--- src/rtl/uft_pkg.sv ---
package uft_pkg;

  // longest frame: start + 9 data + parity + 2 stop
  localparam int FRAME_W = 13;
  localparam int LEN_W   = $clog2(FRAME_W + 1);

  typedef struct packed {
    logic [2:0] size;
    logic [1:0] par;
    logic       two_stop;
  } frame_cfg_t;

  // number of data bits selected by the size code; reserved codes give 8
  function automatic int data_len(input logic [2:0] code);
    case (code)
      3'b000:  return 5;
      3'b001:  return 6;
      3'b010:  return 7;
      3'b011:  return 8;
      3'b111:  return 9;
      default: return 8;
    endcase
  endfunction

  // only the two defined parity codes (1x) insert a parity bit
  function automatic logic parity_on(input logic [1:0] code);
    return code[1];
  endfunction

  function automatic logic parity_of(input logic [8:0] d, input int n, input logic odd);
    logic x;
    x = 1'b0;
    for (int i = 0; i < 9; i++) begin
      if (i < n) x = x ^ d[i];
    end
    return x ^ odd;
  endfunction

  function automatic logic [LEN_W-1:0] frame_len(input frame_cfg_t c);
    int total;
    total = 1 + data_len(c.size) + (parity_on(c.par) ? 1 : 0) + (c.two_stop ? 2 : 1);
    return LEN_W'(total);
  endfunction

  // frame image, bit 0 goes on the line first; unused upper bits are mark
  function automatic logic [FRAME_W-1:0] build_frame(input logic [8:0] d, input frame_cfg_t c);
    logic [FRAME_W-1:0] f;
    int n;
    f    = '1;
    f[0] = 1'b0;
    n    = data_len(c.size);
    for (int i = 0; i < 9; i++) begin
      if (i < n) f[i+1] = d[i];
    end
    if (parity_on(c.par)) f[n+1] = parity_of(d, n, c.par[0]);
    return f;
  endfunction

endpackage

--- src/rtl/uft_hold_buf.sv ---
module uft_hold_buf #(
  parameter int DATA_W = 9
) (
  input  logic              clk,
  input  logic              rst_n,
  input  logic              tx_en,
  input  logic              wr_en,
  input  logic [DATA_W-1:0] wr_word,
  input  logic              take,
  output logic              full,
  output logic [DATA_W-1:0] word
);

  logic accept;
  assign accept = wr_en & tx_en & ~full;

  always_ff @(posedge clk or negedge rst_n) begin
    if (!rst_n) begin
      full <= 1'b0;
      word <= '0;
    end else begin
      if (accept) begin
        full <= 1'b1;
        word <= wr_word;
      end else if (take) begin
        full <= 1'b0;
      end
    end
  end


  held_word_stable_chk: assert property (@(posedge clk) disable iff (!rst_n)
    full |=> $stable(word));


  full_until_taken_chk: assert property (@(posedge clk) disable iff (!rst_n)
    (full && !take) |=> full);

endmodule

--- src/rtl/uft_shifter.sv ---
module uft_shifter
  import uft_pkg::*;
#(
  parameter int OSR = 16
) (
  input  logic       clk,
  input  logic       rst_n,
  input  logic       tick,
  input  logic       load,
  input  logic [8:0] word,
  input  frame_cfg_t cfg,
  output logic       txd,
  output logic       busy,
  output logic       frame_end
);

  localparam int CNT_W = (OSR > 1) ? $clog2(OSR) : 1;

  logic [FRAME_W-1:0] shreg;
  logic [LEN_W-1:0]   left;
  logic [CNT_W-1:0]   tcnt;
  logic               bit_end;

  assign bit_end   = busy & tick & (tcnt == CNT_W'(OSR - 1));
  assign frame_end = bit_end & (left == LEN_W'(1));
  assign txd       = shreg[0];

  always_ff @(posedge clk or negedge rst_n) begin
    if (!rst_n) begin
      shreg <= '1;
      left  <= '0;
      tcnt  <= '0;
      busy  <= 1'b0;
    end else if (load) begin
      shreg <= build_frame(word, cfg);
      left  <= frame_len(cfg);
      tcnt  <= '0;
      busy  <= 1'b1;
    end else if (bit_end) begin
      shreg <= {1'b1, shreg[FRAME_W-1:1]};
      left  <= left - LEN_W'(1);
      tcnt  <= '0;
      if (left == LEN_W'(1)) busy <= 1'b0;
    end else if (busy && tick) begin
      tcnt <= tcnt + CNT_W'(1);
    end
  end


  idle_line_high_chk: assert property (@(posedge clk) disable iff (!rst_n)
    !busy |-> txd);


  start_after_load_chk: assert property (@(posedge clk) disable iff (!rst_n)
    load |=> !txd);


  reload_only_at_end_chk: assert property (@(posedge clk) disable iff (!rst_n)
    (load && busy) |-> frame_end);

endmodule

--- src/rtl/uft_flags.sv ---
module uft_flags (
  input  logic clk,
  input  logic rst_n,
  input  logic frame_end,
  input  logic full,
  input  logic ack,
  input  logic empty_ie,
  input  logic done_ie,
  output logic tx_done,
  output logic empty_irq,
  output logic done_irq
);

  always_ff @(posedge clk or negedge rst_n) begin
    if (!rst_n) tx_done <= 1'b0;
    else if (frame_end && !full) tx_done <= 1'b1;
    else if (ack) tx_done <= 1'b0;
  end

  assign empty_irq = ~full & empty_ie;
  assign done_irq  = tx_done & done_ie;


  done_rise_source_chk: assert property (@(posedge clk) disable iff (!rst_n)
    $rose(tx_done) |-> $past(frame_end));


  done_held_chk: assert property (@(posedge clk) disable iff (!rst_n)
    (tx_done && !ack) |=> tx_done);

endmodule

--- src/rtl/uart_frame_tx.sv ---
module uart_frame_tx
  import uft_pkg::*;
#(
  parameter int OSR = 16
) (
  input  logic       clk,
  input  logic       rst_n,
  input  logic       tick,
  input  logic       tx_en,
  input  logic [2:0] size_code,
  input  logic [1:0] par_code,
  input  logic       two_stop,
  input  logic       wr_en,
  input  logic [7:0] wr_data,
  input  logic       wr_bit8,
  input  logic       done_ack,
  input  logic       empty_ie,
  input  logic       done_ie,
  output logic       txd,
  output logic       buf_empty,
  output logic       tx_done,
  output logic       empty_irq,
  output logic       done_irq
);

  logic       full;
  logic [8:0] held;
  logic       busy;
  logic       frame_end;
  logic       load;
  frame_cfg_t cfg;

  assign cfg       = '{size: size_code, par: par_code, two_stop: two_stop};
  assign load      = full & (~busy | frame_end);
  assign buf_empty = ~full;

  uft_hold_buf #(.DATA_W(9)) u_buf (
    .clk     (clk),
    .rst_n   (rst_n),
    .tx_en   (tx_en),
    .wr_en   (wr_en),
    .wr_word ({wr_bit8, wr_data}),
    .take    (load),
    .full    (full),
    .word    (held)
  );

  uft_shifter #(.OSR(OSR)) u_shift (
    .clk       (clk),
    .rst_n     (rst_n),
    .tick      (tick),
    .load      (load),
    .word      (held),
    .cfg       (cfg),
    .txd       (txd),
    .busy      (busy),
    .frame_end (frame_end)
  );

  uft_flags u_flags (
    .clk       (clk),
    .rst_n     (rst_n),
    .frame_end (frame_end),
    .full      (full),
    .ack       (done_ack),
    .empty_ie  (empty_ie),
    .done_ie   (done_ie),
    .tx_done   (tx_done),
    .empty_irq (empty_irq),
    .done_irq  (done_irq)
  );


  fill_needs_enable_chk: assert property (@(posedge clk) disable iff (!rst_n)
    $rose(full) |-> $past(tx_en));


  load_from_full_chk: assert property (@(posedge clk) disable iff (!rst_n)
    load |-> full);

endmodule

--- config.mk ---
export PLATFORM = sky130hd
export DESIGN_NAME = uart_frame_tx
export DESIGN_NICKNAME = d
export VERILOG_FILES = /design/src/rtl/uft_pkg.sv /design/src/rtl/uft_hold_buf.sv /design/src/rtl/uft_shifter.sv /design/src/rtl/uft_flags.sv /design/src/rtl/uart_frame_tx.sv
export SDC_FILE = /design/constraint.sdc
export NUM_CORES = 1
export LEC_CHECK = 0
export BUFFER_PORTS_ARGS = -buffer_cell sky130_fd_sc_hd__buf_2
export CAP_MARGIN = 25
export CORE_UTILIZATION = 52
export DETAILED_ROUTE_END_ITERATION = 16
export HOLD_SLACK_MARGIN = 0.12
export PLACE_DENSITY = 0.73
export SYNTH_ARGS = -nofsm -noshare
export SYNTH_HDL_FRONTEND = slang
export SYNTH_SLANG_ARGS = --single-unit
--- constraint.sdc ---
create_clock -name clk -period 3.4 [get_ports clk]
set_input_delay 0.17 -clock clk [delete_from_list [all_inputs] [get_ports clk]]
set_output_delay 0.17 -clock clk [all_outputs]
set_load 0.03 [all_outputs]
==> impl_metrics.toml <==
[critical_path]
crit_slowest_cell = "nand2b_1"
timing.critical_path.to_type = "flip-flop"
cp_slowest_stage_delay_ns = 0.55
worst_path_most_repeated_cell = "a31oi_1"
timing.critical_path.arrival_ns = 2.74
critical_path_buf_inv_count = 1
cp.required_ns = 3.59
worst_path_top_cell_family_by_delay = "simple AND/OR/NAND/NOR gates"
crit_type = "reg2reg"
critical_path.max_fanout = 21
timing.critical_path.cells = "inv_1 > ha_1 > nor3b_1 > a31oi_1 > nand2b_1 > mux2_2 > a31oi_1"
worstSetupStartpointType = "flip-flop"

[pwr]
maximum_vdd_drop_mv = 0.567
power_switching_share_pct = 36.0
p_leak_nw = 1.12
power_density_mw_per_mm2 = 800
power.combinational.fraction_pct = 46.0
clockPowerShare_pct = 15.0
internal_power_w = 0.00121
p_switching_w = 0.000682
share_seq_of_total_power_pct = 38.9

[synthesis]
ys_ff_latch = 33
dominant_combinational_cell_family_by_area_after_synthesis = "simple AND/OR/NAND/NOR gates"
mappedNetlistNets = 231
syn_area_mm2 = 0.00202
synth_xor_xnor_area_share_pct = 8.10
synth-async-reset-ratio_pct = 100
synth-compound-area-share_pct = 12.6
synthesis.instances = 198
yosys.area_share.simple_pct = 15.7
synth.area.mux_share_pct = 11.8
yosysSeqAreaShare_pct = 41.6
synth_top_cell_area_share_pct = 24.7
yosys.area.top_type = "dfrtp_1"
number_of_enable_type_register_cells_in_the_synthesized_netlist = 0
synth_adder_area_share_pct = 6.93
synth.lib_cells_used.distinct = 45
dominantRegCellSynth = "dfrtp_1"
syn-mean-instance-area_um2 = 10.2
yosys-top-cells-area = "dfrtp_1 (25%), dfstp_2 (17%), mux2_2 (8.3%)"
yosysWarningCount = 0

[clock_network]
cts_buffers = 5
cts_num_sinks = 33
cts_root_buf = "clkbuf_8"
tritoncts = "yes"
clock_latency_ns = 0.28
clk_pin_slew_worst_paths_ns = 0.06
max-clock-path-buffers = 2
cts-htree-levels = 2
post-cts-setup-buffer-count = 0

[floorplan]
die_x_um = 64.4
io_pins = 28
core.rowCount = 22
die_h_um = 64.4
core-area_mm2 = 0.00369
design.die.area_mm2 = 0.00414
initial_utilization_pct = 54.9

[run_status]
status = "finished clean"

[timing]
post-route-min-period_ns = 2.54
post-route-period-util_pct = 74.8
tightestPinTransition_ns = 0.792
timing.fmax_mhz = 393
finalHoldViolCount = 0
slew_headroom_pct = 47.2
final.setup_skew_ns = 0.00498
grt_setup_unrepaired = "no"
timing.final.setup_violations = 0
timing_max_transition_violations_final = 0
finalSetupTns_ns = 0

[final_layout]
layout_common_cells = "buf_2 (27), nand2_1 (21), dfrtp_1 (20), mux2_2 (15), dfstp_2 (13)"
antennaDiodeCount = 0
layout_commonest_cell = "buf_2"
layout.filler_cells = 307
area_growth_pct = 17.0
layout.cell_area.non_filler_mm2 = 0.00237
drive_above_1_share_pct = 28.4
finalNonFillerCells = 284
layout.nets = 268

[grt]
grt.total_usage_pct = 22.7
number_of_antenna_violations_at_the_first_check_in_global_routing = 0
grt.overflow.total = 0
grt_pass1_vias = 1600
pin_count_of_the_biggest_net_entering_global_routing = 34
grt_pass1_wl_mm = 7.07

[route]
detailroute.wirelength.met2_mm = 2.04
met1_routed_length_mm = 1.88
via_count = 1590
highest-signal-layer = "met4"
detailedRoute.firstPassIterationCount = 4
drcViolationCount = 0
avgRoutedWirePerCell_um = 14.7
antenna_violating_nets_post_route = 0
wl_met3_um = 205
vias_per_cell = 5.60
postRouteWirelength_mm = 4.17
first_iter_violations = 52

[job]
timing.max_cap.violations = 0

[placed_design]
hpwlAfterDp_mm = 3.01
routabilityCongestion = 0.848
placed_cell_area_mm2 = 0.00219
placedCellCount = 267
buffer_ports.inserted = 27

[hold_path]
min_path_type = "in2reg"
[per-layer routing]
layer,vias up,track usage [%]
met4,0,7.22
li1,779,-
met3,4,6.61
met1,760,28.2
met2,47,37.8
met5,-,0
[what timing repair did]
action,CTS,global route
hold buffers,7,2
resized for setup,0,0
endpoints found under the setup margin,0,0
hold endpoints to repair,26,2
[power groups by stage]
stage | Sequential (W) | Clock [W] | Combinational (W)
5_1_grt | 0.000761 | 0.000307 | 0.000951
3_5_place_dp | 0.000743 | 0 | 0.000860
6_report | 0.000737 | 0.000285 | 0.000872
4_1_cts | 0.000737 | 0.000290 | 0.000868
3_3_place_gp | 0.000734 | 0 | 0.000843
2_1_floorplan | 0.000698 | 0 | 0.000723
[final cells by class]
class | instances | area (µm²) | share of cell area, %
tap | 48 | 60.1 | 2.54
clock inverter | 2 | 10.0 | 0.423
timing repair buffer | 36 | 225 | 9.51
inverter | 11 | 41.3 | 1.74
clock buffer | 6 | 72.6 | 3.07
sequential | 33 | 842 | 35.6
multi-input combinational | 148 | 1120 | 47.1
[cell usage after synthesis, drive strengths merged, types with 3 or more instances]
cell type  count
nand2         21
dfrtp         20
mux2          15
dfstp         13
inv           11
a21oi         10
nor2          10
a31oi          9
ha             8
nand3          8
mux2i          7
xnor2          7
and3           5
a32oi          4
clkbuf         4
nor2b          4
o21ai          4
or2            4
xor2           3
[worst register-to-register path, stage by stage, from the launching register on]
cell	delay, ns
dfrtp_1	0.40
inv_1	0.09
ha_1	0.13
nor3b_1	0.43
a31oi_1	0.22
nand2b_1	0.55
mux2_2	0.45
a31oi_1	0.20
[kinds of logic after synthesis]
| group | Yosys count |
|---|---|
| buffers and inverters | 17 |
| adder cells (fa/ha/maj) | 10 |
| AO/OA/AOI/OAI | 39 |
| XOR/XNOR | 13 |
| flip-flops | 33 |
| AND/OR/NAND/NOR | 64 |
| multiplexers | 22 |
[through the flow]
| stage | util, % | hold slack (ns) | worst slack (ns) | power (W) |
|---|---|---|---|---|
| after CTS | 63.6 | 0.121 | 0.853 | 0.00189 |
| after floorplan | - | -0.126 | 1.14 | 0.00142 |
| after detailed placement | 59.5 | 0.272 | 0.758 | 0.00160 |
| final | 64.2 | 0.141 | 0.857 | 0.00189 |
| after global placement | 59.5 | 0.271 | 0.817 | 0.00158 |
| after global routing | 64.2 | 0.134 | 0.582 | 0.00202 |
[path summary, 6_finish.rpt]
kind	from	to	slack, ns	cells past startpoint
setup reg to reg	u_shift.left[1]	u_shift.shreg[6]	0.86	7
min in group asynchronous	rst_n	u_shift.tcnt[2]	0.47	2
max in group asynchronous	rst_n	u_buf.word[5]	2.47	2
hold / removal	wr_data[1]	u_buf.word[1]	0.14	2
setup / recovery	u_shift.left[1]	u_shift.shreg[6]	0.86	7
hold reg to reg	u_shift.shreg[1]	u_shift.shreg[0]	0.48	2
[registers in the layout, indices dropped and copies added, names as in the netlist]
signal           cells
u_buf.full           1
u_buf.word           9
u_flags.tx_done      1
u_shift.busy         1
u_shift.left         4
u_shift.shreg       13
u_shift.tcnt         4
No activity file was read; power rests on OpenSTA's default activity.
